<file path="config.mk">
export PLATFORM = sky130hd
export DESIGN_NAME = arm_fire_seq
export DESIGN_NICKNAME = d
export VERILOG_FILES = /design/src/rtl/afs_pkg.sv /design/src/rtl/afs_ms_tick.sv /design/src/rtl/afs_cmd_filter.sv /design/src/rtl/afs_arm_window.sv /design/src/rtl/afs_pulse_timer.sv /design/src/rtl/arm_fire_seq.sv
export SDC_FILE = /design/constraint.sdc
export NUM_CORES = 1
export LEC_CHECK = 0
export CORE_ASPECT_RATIO = 1.5
export CORE_MARGIN = 3
export CORE_UTILIZATION = 63
export DETAILED_ROUTE_END_ITERATION = 7
export DONT_BUFFER_PORTS = 1
export PLACE_DENSITY = 0.79
export SYNTH_ARGS = -nofsm -noshare
export SYNTH_HDL_FRONTEND = slang
export SYNTH_SLANG_ARGS = --single-unit
</file>
<file path="constraint.sdc">
create_clock -name clk_i -period 2.85 [get_ports clk_i]
set_clock_uncertainty 0.2 [all_clocks]
set_input_delay 0.285 -clock clk_i [delete_from_list [all_inputs] [get_ports clk_i]]
set_output_delay 0.285 -clock clk_i [all_outputs]
set_load 0.01 [all_outputs]
</file>
<file path="src/rtl/afs_pkg.sv">
package afs_pkg;
  typedef enum logic {CH_IDLE = 1'b0, CH_FIRING = 1'b1} ch_state_e;

  function automatic int unsigned cnt_w(input int unsigned max_val);
    return (max_val < 2) ? 1 : $clog2(max_val + 1);
  endfunction
endpackage

</file>
<file path="src/rtl/afs_ms_tick.sv">
module afs_ms_tick #(
  parameter int unsigned CLK_PER_MS = 50000
) (
  input  logic clk_i,
  input  logic rst_ni,
  output logic tick_o
);
  localparam int unsigned CW = afs_pkg::cnt_w(CLK_PER_MS - 1);
  localparam logic [CW-1:0] LAST = CW'(CLK_PER_MS - 1);

  logic [CW-1:0] cnt_q;

  always_ff @(posedge clk_i or negedge rst_ni) begin
    if (!rst_ni) begin
      cnt_q  <= '0;
      tick_o <= 1'b0;
    end else begin
      tick_o <= (cnt_q == LAST);
      cnt_q  <= (cnt_q == LAST) ? '0 : cnt_q + 1'b1;
    end
  end
endmodule

</file>
<file path="src/rtl/afs_cmd_filter.sv">
module afs_cmd_filter #(
  parameter int unsigned W = 1
) (
  input  logic         clk_i,
  input  logic         rst_ni,
  input  logic         tick_i,
  input  logic [W-1:0] raw_i,
  output logic [W-1:0] filt_o
);
  for (genvar b = 0; b < W; b++) begin : g_bit
    logic s1_q, s2_q, samp_q, filt_q;
    always_ff @(posedge clk_i or negedge rst_ni) begin
      if (!rst_ni) begin
        s1_q   <= 1'b0;
        s2_q   <= 1'b0;
        samp_q <= 1'b0;
        filt_q <= 1'b0;
      end else begin
        s1_q <= raw_i[b];
        s2_q <= s1_q;
        if (tick_i) begin
          samp_q <= s2_q;
          // accept only when this sample matches the previous one
          if (s2_q == samp_q) filt_q <= s2_q;
        end
      end
    end
    assign filt_o[b] = filt_q;
  end
endmodule

</file>
<file path="src/rtl/afs_arm_window.sv">
module afs_arm_window #(
  parameter int unsigned ARM_MS = 10000
) (
  input  logic clk_i,
  input  logic rst_ni,
  input  logic tick_i,
  input  logic arm_i,
  output logic armed_o
);
  localparam int unsigned CW = afs_pkg::cnt_w(ARM_MS);

  logic          arm_q;
  logic [CW-1:0] left_q;
  logic          arm_edge;

  assign arm_edge = arm_i & ~arm_q;

  always_ff @(posedge clk_i or negedge rst_ni) begin
    if (!rst_ni) begin
      arm_q   <= 1'b0;
      armed_o <= 1'b0;
      left_q  <= '0;
    end else begin
      arm_q <= arm_i;
      if (arm_edge) begin
        armed_o <= 1'b1;
        left_q  <= CW'(ARM_MS);
      end else if (armed_o && tick_i) begin
        if (left_q == CW'(1)) armed_o <= 1'b0;
        else                  left_q  <= left_q - 1'b1;
      end
    end
  end
endmodule

</file>
<file path="src/rtl/afs_pulse_timer.sv">
module afs_pulse_timer #(
  parameter int unsigned PULSE_MS = 100
) (
  input  logic clk_i,
  input  logic rst_ni,
  input  logic tick_i,
  input  logic armed_i,
  input  logic req_i,
  output logic en_o
);
  import afs_pkg::*;
  localparam int unsigned CW = cnt_w(PULSE_MS);

  ch_state_e     st_q;
  logic          req_q;
  logic [CW-1:0] left_q;

  always_ff @(posedge clk_i or negedge rst_ni) begin
    if (!rst_ni) begin
      st_q   <= CH_IDLE;
      req_q  <= 1'b0;
      left_q <= '0;
    end else begin
      req_q <= req_i;
      if (!armed_i) begin
        st_q <= CH_IDLE;
      end else begin
        case (st_q)
          CH_IDLE: if (req_i && !req_q) begin
            st_q   <= CH_FIRING;
            left_q <= CW'(PULSE_MS);
          end
          CH_FIRING: if (tick_i) begin
            if (left_q == CW'(1)) st_q   <= CH_IDLE;
            else                  left_q <= left_q - 1'b1;
          end
          default: st_q <= CH_IDLE;
        endcase
      end
    end
  end

  // window closing cuts the pulse in the same cycle
  assign en_o = (st_q == CH_FIRING) && armed_i;
endmodule

</file>
<file path="src/rtl/arm_fire_seq.sv">
module arm_fire_seq #(
  parameter int unsigned CLK_PER_MS = 50000,
  parameter int unsigned ARM_MS     = 10000,
  parameter int unsigned PULSE_MS   = 100,
  parameter int unsigned N_FIRE     = 3
) (
  input  logic              clk_i,
  input  logic              rst_ni,
  input  logic              arm_cmd_i,
  input  logic [N_FIRE-1:0] fire_cmd_i,
  input  logic              heat_cmd_i,
  output logic              arm_relay_o,
  output logic [N_FIRE-1:0] fire_en_o,
  output logic              heat_en_o
);
  localparam int unsigned NCMD = N_FIRE + 2;

  logic            ms_tick;
  logic [NCMD-1:0] cmd_filt;
  logic            armed;

  afs_ms_tick #(.CLK_PER_MS(CLK_PER_MS)) u_tick (
    .clk_i, .rst_ni, .tick_o(ms_tick)
  );

  afs_cmd_filter #(.W(NCMD)) u_filt (
    .clk_i, .rst_ni, .tick_i(ms_tick),
    .raw_i({heat_cmd_i, fire_cmd_i, arm_cmd_i}),
    .filt_o(cmd_filt)
  );

  afs_arm_window #(.ARM_MS(ARM_MS)) u_win (
    .clk_i, .rst_ni, .tick_i(ms_tick), .arm_i(cmd_filt[0]), .armed_o(armed)
  );

  for (genvar c = 0; c < N_FIRE; c++) begin : g_ch
    afs_pulse_timer #(.PULSE_MS(PULSE_MS)) u_pulse (
      .clk_i, .rst_ni, .tick_i(ms_tick), .armed_i(armed),
      .req_i(cmd_filt[c+1]), .en_o(fire_en_o[c])
    );
  end

  assign arm_relay_o = armed;
  assign heat_en_o   = armed & cmd_filt[NCMD-1];
endmodule

</file>
==> results of run 1 <==
metal layers:
metal | part of all wire, % | vias up | global-route usage (%)
met5 | 0 | - | 0
met4 | 1.6 | 0 | 10.5
li1 | - | 1360 | -
met1 | 44 | 1378 | 25.2
met3 | 2.2 | 8 | 4.17
met2 | 53 | 33 | 37.7
repair_timing:
item,in CTS,in global routing
resized for setup,0,0
hold buffers,7,0
endpoints found under the hold margin,85,0
endpoints found under the setup margin,0,0
cell families (layout without fill, tap and decap cells):
logic type	after synthesis	in the layout	share of synthesized area [%]
simple gates	152	152	23.4
xor+xnor	13	13	2.97
compound gates	77	77	12.7
buf+inv	28	44	3.03
fa+ha+maj	9	9	2.93
flops	80	80	52.2
mux	10	10	2.77
where the power goes:
group / switching, mW / internal (mW) / total (mW)
logic: 0.0219 / 0.0104 / 0.0323
registers: 0.00329 / 1.14 / 1.14
clock network: 0.401 / 0.449 / 0.850
sequential cells by signal, summed over array words and instances, names as in the netlist, 3 cells and up:
| register | cells |
|---|---|
| u_filt.g_bit.filt_q | 5 |
| g_ch.u_pulse.left_q | 21 |
| u_filt.g_bit.s1_q | 5 |
| u_filt.g_bit.s2_q | 5 |
| u_filt.g_bit.samp_q | 5 |
| g_ch.u_pulse.req_q | 3 |
| u_tick.cnt_q | 16 |
| u_win.left_q | 14 |
| g_ch.u_pulse.st_q | 3 |
path summary, 6_finish.rpt:
check                                          startpoint                                     to  slack [ps]  depth (start not counted)
max                           u_win.left_q[8]$_DFFE_PN0P_           u_win.left_q[13]$_DFFE_PN0P_         460                          4
min                        u_filt.g_bit[3].s1_q$_DFF_PN0_         u_filt.g_bit[3].s2_q$_DFF_PN0_         150                          0
max reg2reg                   u_win.left_q[8]$_DFFE_PN0P_           u_win.left_q[13]$_DFFE_PN0P_         460                          4
min reg2reg                u_filt.g_bit[3].s1_q$_DFF_PN0_         u_filt.g_bit[3].s2_q$_DFF_PN0_         150                          0
max in group asynchronous                          rst_ni  g_ch[1].u_pulse.left_q[3]$_DFFE_PN0P_        1850                          2
min in group asynchronous                          rst_ni           u_win.left_q[12]$_DFFE_PN0P_         280                          2
cell usage after synthesis, types with 2 or more instances:
cell	count	area (um2)
o211a_1	2	20.0
nand3_1	16	80.1
and2_1	9	56.3
nand4b_1	2	17.5
xor2_1	10	87.6
or4b_2	2	20.0
or4bb_1	2	22.5
mux2_2	5	56.3
o211ai_1	3	22.5
and3_1	5	31.3
dfrtp_1	80	2000
o21bai_1	2	15.0
xnor2_1	3	26.3
nand2b_1	13	81.3
nor2b_1	7	43.8
nand2_1	18	67.6
inv_1	15	56.3
nor3b_1	3	22.5
and4_1	5	43.8
nand4_1	4	25.0
mux2i_1	5	50.1
a21o_1	3	22.5
o31ai_1	8	60.1
or3_1	9	56.3
a31oi_1	6	37.5
nor4_1	5	31.3
a21oi_1	25	125
or4_1	9	67.6
nor4b_1	3	26.3
buf_4	3	22.5
nor2_1	26	97.6
clkbuf_1	10	37.5
a31o_2	3	26.3
nor3_1	6	30.0
o21ai_0	16	80.1
ha_1	9	113
final cells by class:
cell class / instances / area share, %
sequential: 80 / 47.6
multi-input combinational: 261 / 40.9
clock buffer: 11 / 3.60
timing repair buffer: 13 / 3.15
tap: 72 / 2.14
inverter: 15 / 1.34
clock inverter: 5 / 1.31
==> reports/summary.txt, run 1 <==
PnR Total Power = 2.03 mW
Die Footprint = 7090 um2
First-pass GRT wire length = 12.1 mm
Post-Syn Nets = 385
DRC viols = 0
Final worst path period need = 2390 ps
Period utilization = 84.0%
Sequential area share after synthesis = 52.2%
Placeable Area = 5870 um2
Worst-margin pin slew = 550 ps
Die Y = 102 um
Worst Hold Class = flop to flop
CP max-delay cell = or4_4
DPL Wire Length = 4.59 mm
Detailed Routing Iterations Pass 1 = 4
Syn Area/Cell = 10.4 um2
Final setup fails = 0
PortBufs = 0
Routed len/inst = 15.2 um
Sequential Area = 2000 um2
Die width = 69.7 um
GRT Util Overall = 21.4%
Commonest cells after routing, fill and taps aside = 80 x dfrtp_1, 26 x nor2_1, 25 x a21oi_1
Root Driver = clkbuf_8
WP data required = 2940 ps
Setup TNS = 0 ps
Worst-skew pair later-pin latency = 350 ps
Area of the multi-input gates = 1720 um2
Post-synthesis cell count = 369
# diodes = 0
Placer Congestion = 0.860
Ys async rst share = 100%
MaxCap Viol Count = 0
Static Leakage = 1.95 nW
Final net count = 396
Top_reg_cell synth = dfrtp_1
Mapped Area = 3840 um2
# fillers = 404
Final WL = 6.93 mm
I/O pin cnt = 12
Startpoint types = flop
Util after Layout = 71.7%
RSZ-0062 raised after global routing = false
Yosys warning total = 0
Initial antenna violation count = 0
Drt via density = 6.08
Final Hold Vio Count = 0
Placed cells = 434
Crit Path Category = flop to flop
Yosys reg bits = 80
Vias in the first global route = 2763
Crit Path Max Fanout = 5
Dpl ws = 479 ps
CTS tree = built
Final Cell Area = 4210 um2
CP top delay family = simple AND/OR/NAND/NOR gates
Initial Utilization = 65.4%
Postcts setup bufs = 0
Row cnt = 34
Maximum VDD drop = 0.000403 V
Cell variety after synth = 53
Bufs and invs on worst path = 0
CP max stage delay = 580 ps
CP arrival = 2480 ps
Area after DPL = 3910 um2
Fraction of layout cells with a size suffix above 1 = 10.4%
Most common cell after layout, fill and taps aside = dfrtp_1
Worst hold margin = 150 ps
Post-synth EDFFs = 0
GRT overflow = 0
Clock transition at the registers of the reported paths = 80 ps
Final Max Tran Viols = 0
Area Overhead vs Synth = 9.62%
Clock sink count = 80
Max Buffers Root-to-Sink = 2
Largest net degree at the start of global routing = 81
Outcome = completed
Sequence of cells on the critical path = or4_4, or4b_4, or4_1, nand3_1
Crit. End Element = flop
Worst relative slew slack = 62.8%
H-tree levels = 3
Vias = 2779
1st-iter DRT viols = 109
Max Freq = 0.418 GHz
CTS buffer count = 9
PD cells = 482 nW/um2
Finished Layout Cells = 457
Worst setup margin = 457 ps
Routed Antenna Nets = 0
Note: power is estimated with default switching activity, not from simulation.
==> run 2: changes to the inputs <==
Settings changed: CORE_UTILIZATION 63 to 57, PLACE_DENSITY 0.79 to 0.75.
Clock period 2.85 ns to 2.15 ns, I/O delays scaled along.
==> run 2 against run 1 <==
Sequential power rose by 33%. Via count up 4.4%. The run now ends with hold timing, setup timing left. Clock power increased by 22%. Final cell count is 5.9% higher. Sequential share of layout area down 2.3 points. Largest cell class unchanged. Clock-buffer cell count is 1 higher. Wire length rose by 3.9%. Die area grew 9.7%. Maximum frequency rose by 5.2%. Worst setup slack got worse by 580 ps. Final area increased by 5.0%. Global-route usage down 1.0 points.
==> reports/summary.txt, run 2 (synthesis results as in run 1) <==
Regs by FF count = g_ch.u_pulse.left_q (21), u_tick.cnt_q (16), u_win.left_q (14)
Worst setup margin = -125 ps (-582 ps)
Sw power = 0.510 mW (+20%)
CP top delay family = simple AND/OR/NAND/NOR gates
Final Hold Vio Count = 80 (+80)
Static Leakage = 2.09 nW (+7.6%)
Bufs and invs on worst path = 0 (unchanged)
GRT Util Overall = 20.4% (-1.0 points)
Worst Hold Class = input port to async pin
DPL Wire Length = 4.86 mm (+5.9%)
Period utilization = 106% (+22 points)
Failing checks = hold timing, setup timing
1st-iter DRT viols = 165 (+51%)
CTS tree = built
Switching Fraction = 19.9% (-1.1 points)
Final worst path period need = 2270 ps (-118 ps)
Fraction of layout cells with a size suffix above 1 = 16.9% (+6.5 points)
Maximum VDD drop = 0.000513 V (+27%)
Startpoint types = flop
Flop pwr share = 59.2% (+2.7 points)
Detailed Routing Iterations Pass 1 = 4 (unchanged)
Clock sink count = 80 (unchanged)
PortBufs = 0 (unchanged)
Initial antenna violation count = 0 (unchanged)
WP data required = 2240 ps (-700 ps)
Cell internal pwr = 2.05 mW (+28%)
Top reg by flops = g_ch.u_pulse.left_q
RSZ-0062 raised after global routing = true
Routed Antenna Nets = 0 (unchanged)
Vias = 2900 (+4.4%)
# diodes = 0 (unchanged)
Die width = 73.0 um (+4.7%)
CP arrival = 2370 ps (-110 ps)
DRC viols = 0 (unchanged)
Row cnt = 36 (+5.9%)
Final Cell Area = 4420 um2 (+5.0%)
Crit Path Category = flop to flop
Crit. End Element = flop
CP max stage delay = 540 ps (-40 ps)
Worst-margin pin slew = 625 ps (+74.8 ps)
Routed len/inst = 14.9 um (-1.9%)
MaxCap Viol Count = 0 (unchanged)
Final setup fails = 2 (+2)
H-tree levels = 3 (unchanged)
Die Footprint = 7780 um2 (+9.7%)
First-pass GRT wire length = 12.6 mm (+3.6%)
Area after DPL = 4100 um2 (+4.7%)
Sequence of cells on the critical path = or4_4, or4b_4, or4_4, nand3_2
Vias in the first global route = 2922 (+5.8%)
Final net count = 419 (+5.8%)
Worst relative slew slack = 58.3% (-4.6 points)
Crit Path Max Fanout = 2 (-3)
Clock power share = 40.4% (-1.5 points)
Finished Layout Cells = 484 (+5.9%)
Worst-skew pair later-pin latency = 350 ps (about the same)
Placed cells = 459 (+5.8%)
Initial Utilization = 58.8% (-6.6 points)
Placer Congestion = 0.817 (-5.0%)
Outcome = complete, but fails checks
Die Y = 107 um (+4.8%)
Placeable Area = 6530 um2 (+11%)
CP max-delay cell = or4_4
Commonest cells after routing, fill and taps aside = 80 x dfrtp_1, 30 x buf_4, 26 x nor2_1
PD cells = 580 nW/um2 (+20%)
Worst hold margin = -654 ps (-804 ps)
CTS buffer count = 9 (unchanged)
Root Driver = clkbuf_8
Max Buffers Root-to-Sink = 2 (unchanged)
CTS Hold Bufs = 5 (-2)
I/O pin cnt = 12 (unchanged)
Final Max Tran Viols = 0 (unchanged)
Max Freq = 0.440 GHz (+5.2%)
Most frequent CP cell = or4_4
Largest net degree at the start of global routing = 81 (unchanged)
Final WL = 7.20 mm (+3.9%)
Drt via density = 5.99 (-1.5%)
Most common cell after layout, fill and taps aside = dfrtp_1
GRT overflow = 0 (unchanged)
Clock transition at the registers of the reported paths = 80 ps (about the same)
Combinational share of power = 0.3% (-1.3 points)
Max reg flops = 21 (unchanged)
Util after Layout = 67.6% (-4.0 points)
PnR Total Power = 2.56 mW (+26%)
Area Overhead vs Synth = 15.1%
[run 2: changes by cell type in the layout (fill, tap and decap cells not counted), sizes merged]
| cell | delta |
|---|---|
| clkinv | +1 |
| buf | +24 |
| dlygate4sd3 | -1 |
| clkbuf | +1 |
| clkinvlp | -2 |
[run 2: final cells by class]
class,instances,area [um2]
fillers,488,2110
flip-flops and latches,80,2000
well taps,76,95.1
clock inverters,4,45.0
multi-input cells,261,1790
repair buffers,36,295
clock buffers,12,135
inverters,15,56.3
[run 2: layer usage]
metal	vias up	global-route usage (%)	wire [um]
met5	-	0	0
met4	0	10.7	167
met3	14	3.78	207
met2	48	34.1	3670
met1	1436	24.3	3160
li1	1402	-	-
[run 2: worst paths after layout]
path                                                start                                    end  slack [ps]  cells after the start
setup / recovery              u_win.left_q[9]$_DFFE_PN0P_           u_win.left_q[13]$_DFFE_PN0P_        -120                      4
hold / removal                                     rst_ni  g_ch[1].u_pulse.left_q[6]$_DFFE_PN0P_        -650                      0
setup reg to reg              u_win.left_q[9]$_DFFE_PN0P_           u_win.left_q[13]$_DFFE_PN0P_        -120                      4
hold reg to reg            u_filt.g_bit[1].s1_q$_DFF_PN0_         u_filt.g_bit[1].s2_q$_DFF_PN0_         150                      0
max in group asynchronous                          rst_ni              u_tick.cnt_q[8]$_DFF_PN0_        2260                      0
min in group clk_i         u_filt.g_bit[1].s1_q$_DFF_PN0_         u_filt.g_bit[1].s2_q$_DFF_PN0_         150                      0
[run 2: repair_timing]
action / 4_1_cts / 5_1_grt
pin swaps: 0 / 1
buffers inserted: 1 / 3
endpoints found under the setup margin: 3 / 3
gates resized for setup: 2 / 8
hold endpoints to repair: 85 / 80
[run 2: power groups by stage]
stage          Combinational, mW  Sequential (mW)  Clock [mW]
3_3_place_gp             0.00136             1.55           0
4_1_cts                  0.00834             1.52        1.07
2_1_floorplan            0.00136             1.55           0
6_report                 0.00851             1.52        1.04
3_5_place_dp             0.00136             1.55           0
5_1_grt                  0.00900             1.52        1.12
[run 2: per-stage QoR]
stage / worst slack, ps / hold WS [ps] / setup TNS (ps)
CTS: -134 / -667 / -134
global placement: -90.9 / -278 / -96.8
finish: -125 / -654 / -141
floorplan: -135 / -281 / -135
global route: -166 / -669 / -395
detailed placement: -115 / -278 / -164
